==> src/rtl/aux_txn_pkg.sv <==
package aux_txn_pkg;

  typedef enum logic [2:0] {
    RES_OK      = 3'd0,
    RES_TIMEOUT = 3'd1,
    RES_IOERR   = 3'd2,
    RES_CHFAULT = 3'd3,
    RES_PROTO   = 3'd4,
    RES_REFUSED = 3'd5
  } aux_res_e;

  typedef enum logic [1:0] {
    ACT_FINISH     = 2'd0,
    ACT_RETRY_NOW  = 2'd1,
    ACT_RETRY_WAIT = 2'd2
  } aux_act_e;

  typedef enum logic [1:0] {
    ST_IDLE = 2'd0,
    ST_SEND = 2'd1,
    ST_RESP = 2'd2,
    ST_WAIT = 2'd3
  } aux_state_e;

  localparam logic [1:0] CH_DONE    = 2'd0;
  localparam logic [1:0] CH_TIMEOUT = 2'd1;
  localparam logic [1:0] CH_BUSY    = 2'd2;
  localparam logic [1:0] CH_FAULT   = 2'd3;

  localparam logic [1:0] RPL_ACK   = 2'b00;
  localparam logic [1:0] RPL_DEFER = 2'b10;

  localparam logic [3:0] CMD_NATIVE_WR = 4'h8;
  localparam logic [3:0] CMD_NATIVE_RD = 4'h9;

endpackage

==> src/rtl/aux_msg_build.sv <==
module aux_msg_build #(
  parameter int MAX_BYTES = 16,
  parameter int LEN_W     = 5,
  parameter int MSG_W     = 5
) (
  input  logic                       is_write,
  input  logic [15:0]                addr,
  input  logic [LEN_W-1:0]           len,
  input  logic [MAX_BYTES*8-1:0]     payload,
  output logic [(MAX_BYTES+4)*8-1:0] msg,
  output logic [MSG_W-1:0]           msg_len
);
  import aux_txn_pkg::*;

  logic [LEN_W-1:0] len_m1;
  logic [MSG_W-1:0] total;

  always_comb begin
    len_m1 = len - LEN_W'(1);
    total  = is_write ? (MSG_W'(len) + MSG_W'(4)) : MSG_W'(4);
  end

  assign msg_len       = total;
  assign msg[7:0]      = addr[7:0];
  assign msg[15:8]     = addr[15:8];
  assign msg[23:16]    = {(is_write ? CMD_NATIVE_WR : CMD_NATIVE_RD), 4'h0};
  assign msg[31:24]    = {total[3:0], len_m1[3:0]};

  for (genvar k = 0; k < MAX_BYTES; k++) begin : g_pay
    assign msg[(4+k)*8 +: 8] = (is_write && (LEN_W'(k) < len)) ? payload[k*8 +: 8] : 8'h00;
  end

endmodule

==> src/rtl/aux_reply_class.sv <==
module aux_reply_class #(
  parameter int LEN_W = 5
) (
  input  logic [1:0]       status,
  input  logic [1:0]       reply_code,
  input  logic [LEN_W-1:0] rx_count,
  input  logic             is_write,
  input  logic             last_try,
  output aux_txn_pkg::aux_act_e act,
  output aux_txn_pkg::aux_res_e res
);
  import aux_txn_pkg::*;

  always_comb begin
    act = ACT_FINISH;
    res = RES_IOERR;
    case (status)
      CH_TIMEOUT: res = RES_TIMEOUT;
      CH_FAULT:   res = RES_CHFAULT;
      CH_BUSY:    if (!last_try) act = ACT_RETRY_NOW;
      default: begin
        if (reply_code == RPL_ACK) begin
          res = RES_OK;
        end else if (reply_code == RPL_DEFER) begin
          if (!last_try) act = ACT_RETRY_WAIT;
        end else if (!is_write && (rx_count == '0)) begin
          res = RES_PROTO;
        end
      end
    endcase
  end

endmodule

==> src/rtl/aux_rx_clamp.sv <==
module aux_rx_clamp #(
  parameter int MAX_BYTES = 16,
  parameter int LEN_W     = 5
) (
  input  logic [MAX_BYTES*8-1:0] rx_data,
  input  logic [LEN_W-1:0]       rx_count,
  input  logic [LEN_W-1:0]       limit,
  output logic [LEN_W-1:0]       count,
  output logic [MAX_BYTES*8-1:0] data
);

  assign count = (rx_count > limit) ? limit : rx_count;

  for (genvar k = 0; k < MAX_BYTES; k++) begin : g_mask
    assign data[k*8 +: 8] = (LEN_W'(k) < count) ? rx_data[k*8 +: 8] : 8'h00;
  end

endmodule

==> src/rtl/aux_wait_timer.sv <==
module aux_wait_timer #(
  parameter int WAIT_CYC = 100000,
  localparam int WAIT_W  = $clog2(WAIT_CYC + 1)
) (
  input  logic clk,
  input  logic rst_n,
  input  logic load,
  input  logic run,
  output logic expire
);

  logic [WAIT_W-1:0] cnt;

  always_ff @(posedge clk) begin
    if (!rst_n) begin
      cnt <= '0;
    end else if (load) begin
      cnt <= WAIT_W'(WAIT_CYC);
    end else if (run && (cnt != '0)) begin
      cnt <= cnt - WAIT_W'(1);
    end
  end

  assign expire = run && (cnt <= WAIT_W'(1));

endmodule

==> src/rtl/aux_txn_engine.sv <==
module aux_txn_engine #(
  parameter int MAX_BYTES  = 16,
  parameter int MAX_TRIES  = 4,
  parameter int CLK_MHZ    = 250,
  parameter int DEFER_US   = 400,
  localparam int LEN_W     = $clog2(MAX_BYTES + 1),
  localparam int MSG_BYTES = MAX_BYTES + 4,
  localparam int MSG_W     = $clog2(MSG_BYTES + 1),
  localparam int TRY_W     = $clog2(MAX_TRIES + 1),
  localparam int WAIT_CYC  = CLK_MHZ * DEFER_US
) (
  input  logic                   clk,
  input  logic                   rst_n,
  input  logic                   req_valid,
  output logic                   req_ready,
  input  logic                   req_write,
  input  logic [15:0]            req_addr,
  input  logic [LEN_W-1:0]       req_len,
  input  logic [MAX_BYTES*8-1:0] req_wdata,
  output logic                   done,
  output logic [2:0]             result,
  output logic [LEN_W-1:0]       xfer_count,
  output logic [MAX_BYTES*8-1:0] rd_data,
  output logic                   ch_req_valid,
  input  logic                   ch_req_ready,
  output logic [MSG_BYTES*8-1:0] ch_msg,
  output logic [MSG_W-1:0]       ch_msg_len,
  input  logic                   ch_rsp_valid,
  output logic                   ch_rsp_ready,
  input  logic [1:0]             ch_status,
  input  logic [1:0]             ch_reply_code,
  input  logic [LEN_W-1:0]       ch_rx_count,
  input  logic [MAX_BYTES*8-1:0] ch_rx_data
);
  import aux_txn_pkg::*;

  aux_state_e             state;
  logic                   wr_q;
  logic [15:0]            addr_q;
  logic [LEN_W-1:0]       len_q;
  logic [MAX_BYTES*8-1:0] pay_q;
  logic [TRY_W-1:0]       tries;
  logic                   done_q;
  aux_res_e               res_q;
  logic [LEN_W-1:0]       cnt_q;
  logic [MAX_BYTES*8-1:0] rd_q;

  aux_act_e               act;
  aux_res_e               cls_res;
  logic                   last_try;
  logic                   len_bad;
  logic                   rsp_take;
  logic                   wait_done;
  logic [LEN_W-1:0]       clamp_cnt;
  logic [MAX_BYTES*8-1:0] clamp_data;

  assign len_bad  = (req_len == '0) || (req_len > LEN_W'(MAX_BYTES));
  assign last_try = (tries >= TRY_W'(MAX_TRIES));
  assign rsp_take = (state == ST_RESP) && ch_rsp_valid;

  aux_msg_build #(.MAX_BYTES(MAX_BYTES), .LEN_W(LEN_W), .MSG_W(MSG_W)) u_build (
    .is_write (wr_q),
    .addr     (addr_q),
    .len      (len_q),
    .payload  (pay_q),
    .msg      (ch_msg),
    .msg_len  (ch_msg_len)
  );

  aux_reply_class #(.LEN_W(LEN_W)) u_class (
    .status     (ch_status),
    .reply_code (ch_reply_code),
    .rx_count   (ch_rx_count),
    .is_write   (wr_q),
    .last_try   (last_try),
    .act        (act),
    .res        (cls_res)
  );

  aux_rx_clamp #(.MAX_BYTES(MAX_BYTES), .LEN_W(LEN_W)) u_clamp (
    .rx_data  (ch_rx_data),
    .rx_count (ch_rx_count),
    .limit    (len_q),
    .count    (clamp_cnt),
    .data     (clamp_data)
  );

  aux_wait_timer #(.WAIT_CYC(WAIT_CYC)) u_timer (
    .clk    (clk),
    .rst_n  (rst_n),
    .load   (rsp_take && (act == ACT_RETRY_WAIT)),
    .run    (state == ST_WAIT),
    .expire (wait_done)
  );

  always_ff @(posedge clk) begin
    if (!rst_n) begin
      state  <= ST_IDLE;
      wr_q   <= 1'b0;
      addr_q <= '0;
      len_q  <= '0;
      pay_q  <= '0;
      tries  <= '0;
      done_q <= 1'b0;
      res_q  <= RES_OK;
      cnt_q  <= '0;
      rd_q   <= '0;
    end else begin
      done_q <= 1'b0;
      case (state)
        ST_IDLE: begin
          if (req_valid) begin
            wr_q   <= req_write;
            addr_q <= req_addr;
            len_q  <= req_len;
            pay_q  <= req_wdata;
            tries  <= '0;
            if (len_bad) begin
              done_q <= 1'b1;
              res_q  <= RES_REFUSED;
              cnt_q  <= '0;
              rd_q   <= '0;
            end else begin
              state <= ST_SEND;
            end
          end
        end
        ST_SEND: begin
          if (ch_req_ready) begin
            state <= ST_RESP;
            tries <= tries + TRY_W'(1);
          end
        end
        ST_RESP: begin
          if (ch_rsp_valid) begin
            case (act)
              ACT_RETRY_NOW:  state <= ST_SEND;
              ACT_RETRY_WAIT: state <= ST_WAIT;
              default: begin
                state  <= ST_IDLE;
                done_q <= 1'b1;
                res_q  <= cls_res;
                if (cls_res == RES_OK) begin
                  cnt_q <= wr_q ? len_q : clamp_cnt;
                  rd_q  <= wr_q ? '0 : clamp_data;
                end else begin
                  cnt_q <= '0;
                  rd_q  <= '0;
                end
              end
            endcase
          end
        end
        default: begin
          if (wait_done) state <= ST_SEND;
        end
      endcase
    end
  end

  assign req_ready    = (state == ST_IDLE);
  assign ch_req_valid = (state == ST_SEND);
  assign ch_rsp_ready = (state == ST_RESP);
  assign done         = done_q;
  assign result       = res_q;
  assign xfer_count   = cnt_q;
  assign rd_data      = rd_q;

endmodule

==> config.mk <==
export PLATFORM = sky130hd
export DESIGN_NAME = aux_txn_engine
export DESIGN_NICKNAME = d
export VERILOG_FILES = /design/src/rtl/aux_txn_pkg.sv /design/src/rtl/aux_msg_build.sv /design/src/rtl/aux_reply_class.sv /design/src/rtl/aux_rx_clamp.sv /design/src/rtl/aux_wait_timer.sv /design/src/rtl/aux_txn_engine.sv
export SDC_FILE = /design/constraint.sdc
export NUM_CORES = 1
export LEC_CHECK = 0
export ABC_AREA = 1
export CAP_MARGIN = 20
export CORE_AREA = 2 2 234 236
export DETAILED_ROUTE_END_ITERATION = 10
export DIE_AREA = 0 0 236 238
export GPL_TIMING_DRIVEN = 1
export PLACE_DENSITY = 0.6
export SKIP_CTS_REPAIR_TIMING = 1
export SLEW_MARGIN = 20
export SYNTH_ARGS = -nofsm -noshare
export SYNTH_HDL_FRONTEND = slang
export SYNTH_SLANG_ARGS = --single-unit
==> constraint.sdc <==
create_clock -name clk -period 2.3 [get_ports clk]
set_input_delay 0.345 -clock clk [delete_from_list [all_inputs] [get_ports clk]]
set_output_delay 0.345 -clock clk [all_outputs]
set_load 0.005 [all_outputs]
==> results.json <==
{
  "vdd_drop_max_v": 0.000552,
  "holdPathEnd": "pay_q[52]",
  "maxCapViolCount": 0,
  "hold_viol_final": 0,
  "post-route-util_pct": 43.9,
  "die_area_um2": 56200,
  "track_usage_pct": 18.7,
  "start_util_pct": 24.8,
  "total_power_mw": 20.7,
  "stdcell_area_um2": 23500,
  "setup_violations": 56,
  "grt_start_max_net_pins": 87,
  "period_minus_slack_ns": 2.54,
  "yosysWarnings": 0,
  "syn_area_per_cell_um2": 7.08,
  "die_y_um": 238,
  "critPathMaxFanout": 6,
  "placementRows": 85,
  "r2r_setup_slack_ns": 0,
  "finalWorstSetupSlack_ns": -0.238,
  "wl_mm": 57.8,
  "gp_congestion": 0.917,
  "setup_tns_ns": -5.40,
  "cp.required_ns": 1.96,
  "whs_path_depth": 3,
  "critPathArrivalTime_ns": 2.19,
  "drt-pass1-iter-count": 5,
  "grt_pass1_vias": 14200,
  "ios": 597,
  "critPathKind": "reg2out",
  "clkSinkCount": 309,
  "r2r-end": "rd_data[90]",
  "clock_latency_ns": 0.55,
  "max_freq_mhz": 394,
  "end_kind": "primary output",
  "synth_area_um2": 13300,
  "wl_per_cell_um": 17.5,
  "numCtsBuffers": 39,
  "hpwl_mm": 42.8,
  "cts_tree": "built",
  "drive_gt1_share_pct": 17.5,
  "rr_startpoint": "len_q[4]",
  "min_path_type": "in2reg",
  "ys_ff_latch": 309,
  "cts.reportedPaths.clkPinSlew_ns": 0.06,
  "place_area_um2": 20700,
  "viasPerCell": 4.56,
  "port_buffers": 589,
  "rsz0062_at_grt": "yes",
  "core_um2": 53500,
  "hold_ws_ns": 0.212,
  "clockBufferDepth": 3,
  "areaGrowthSynthToFinish_pct": 76.8,
  "finClkSkew_ns": 0.0145,
  "drtIter0Drc": 752,
  "failed_checks": "negative setup slack",
  "grt_pass1_wl_mm": 82.5,
  "yosysUniqueCellTypes": 40,
  "critPathLaunchType": "flip-flop",
  "drc": 0,
  "reg2reg_depth": 16,
  "nNetsFinal": 2894,
  "antenna_found_initial": 7,
  "h-tree-depth": 2,
  "root_buffer": "clkbuf_16",
  "dr_total_vias": 15100,
  "power.leakage_nw": 10.7,
  "timing.final.max_slew_violations": 0,
  "p_per_area_nw_per_um2": 884,
  "hold_start": "rst_n",
  "postRouteAntennaNets": 0,
  "die_x_um": 236,
  "synth-seq-area-share_pct": 46.6,
  "grt-ovfl-total": 0,
  "syn_inst": 1875,
  "outcome": "finished with violations",
  "period_share_pct": 110
}
-- cells in the mapped netlist --
cell type | n | area share [%]
conb_1 | 2 | 0.057
inv_1 | 242 | 6.8
nand3_1 | 104 | 3.9
a31o_2 | 1 | 0.066
nor3b_1 | 1 | 0.057
inv_2 | 5 | 0.14
a211oi_2 | 1 | 0.094
o21ai_2 | 4 | 0.26
or2_2 | 1 | 0.047
o221a_2 | 1 | 0.085
xnor2_1 | 2 | 0.13
buf_6 | 1 | 0.085
nand2_2 | 7 | 0.33
a21oi_2 | 1 | 0.066
nor3_1 | 11 | 0.41
nor2_1 | 267 | 7.6
nand2_1 | 284 | 8.0
buf_1 | 4 | 0.11
nor3_4 | 1 | 0.12
and2_1 | 1 | 0.047
a31oi_1 | 2 | 0.094
nand3_2 | 3 | 0.23
xor2_1 | 9 | 0.59
nand4_1 | 22 | 1.0
nor2_2 | 3 | 0.14
o221ai_1 | 1 | 0.066
a211oi_1 | 1 | 0.057
o211ai_1 | 2 | 0.11
ha_1 | 17 | 1.6
o311ai_1 | 1 | 0.066
buf_2 | 16 | 0.60
buf_4 | 15 | 0.85
a21oi_1 | 287 | 11
o21ai_0 | 164 | 6.2
o21bai_1 | 1 | 0.057
dfxtp_1 | 309 | 47
nor4_1 | 2 | 0.094
clkbuf_1 | 76 | 2.1
o21a_1 | 1 | 0.057
nand3b_1 | 2 | 0.11
-- report_power, final --
group          internal, mW  switching, mW  total [mW]
sequential             6.10          0.268        6.37
clock                  3.90           2.43        6.34
combinational          3.44           4.60        8.04
-- cells by family (layout without fill, tap and decap cells) --
kind of cell / count (synthesis) / after routing / share of synthesized area [%]
and+or+nand+nor: 709 / 709 / 22.1
adders and majority gates: 17 / 17 / 1.60
xor gates and xnor gates: 11 / 11 / 0.726
AOI/OAI and AO/OA: 468 / 468 / 18.1
other: 2 / 13 / 0.0566
buffers and inverters: 359 / 1091 / 10.8
DFF: 309 / 309 / 46.6
-- critical path: stages, from the launching register on --
cell,delay [ns]
dfxtp_4,0.37
nand2_2,0.11
inv_2,0.06
nor2_4,0.19
clkinv_4,0.15
buf_4,0.16
a21oi_2,0.11
buf_6,0.13
buf_4,0.11
buf_4,0.09
nor2_1,0.03
clkbuf_2,0.12
-- stage by stage --
stage / std cells / setup slack [ns]
floorplan: 1880 / 0.106
global placement: 3180 / -0.397
detailed placement: 3180 / -0.464
CTS: 3248 / -0.847
global route: 3313 / -0.321
finish: 3314 / -0.238
-- worst max path at each step --
stage | startpoint | endpoint | slack (ns) | cells after the start
finish | len_q[3] | ch_msg[73] | -0.24 | 11
global route | len_q[3] | ch_msg[73] | -0.32 | 11
CTS | len_q[4] | ch_msg[69] | -0.85 | 8
detailed placement | ch_rx_count[3] | rd_data[103] | -0.46 | 14
global placement | ch_rx_count[3] | rd_data[102] | -0.40 | 15
floorplan | len_q[2] | rd_data[86] | 0.11 | 16
-- layout make-up --
class | count | area [µm²]
flip-flops and latches | 309 | 6200
well taps | 696 | 871
diodes | 6 | 15.0
repair buffers | 776 | 7760
inverters | 247 | 955
clock buffers | 56 | 1180
fillers | 5308 | 30000
clock inverters | 12 | 145
multi-input cells | 1212 | 6330
-- registers in the layout, indices dropped and copies added, names as in the netlist --
| register | count |
|---|---|
| len_q | 5 |
| rd_data | 128 |
| pay_q | 128 |
| wr_q | 1 |
| tries | 3 |
| done | 1 |
| u_timer.cnt | 17 |
| xfer_count | 5 |
| result | 3 |
| state | 2 |
| addr_q | 16 |
-- cells in the final DEF, fill, tap and decap left out, types with 4 or more instances in the layout --
cell,n
nor3_1,9
buf_2,12
nand3_1,94
clkinv_2,6
buf_4,126
nand3_2,8
dfxtp_1,302
buf_12,20
clkbuf_2,32
nand2_2,18
dfxtp_4,4
nand3_4,5
inv_4,4
a21oi_1,270
a21oi_2,15
clkdlybuf4s50_1,451
conb_1,7
clkbuf_8,10
buf_8,4
o21ai_0,163
dlymetal6s2s_1,81
clkbuf_16,44
nand2_4,16
ha_1,13
inv_1,227
nand4_1,22
inv_2,12
diode_2,6
nor2_1,231
clkbuf_1,5
ha_4,4
buf_6,47
xor2_1,9
nand2_1,256
nor2_4,23
nor2_2,16
-- layer usage --
layer	GRT usage [%]	routed length, µm	up-vias	share of wire [%]
met5	0	26	-	0.045
met4	8.16	2150	4	3.7
met3	4.69	3770	110	6.5
met2	31.9	28500	473	49
met1	22.3	23400	7113	40
li1	-	-	7415	-
No activity file was read; power rests on OpenSTA's default activity.
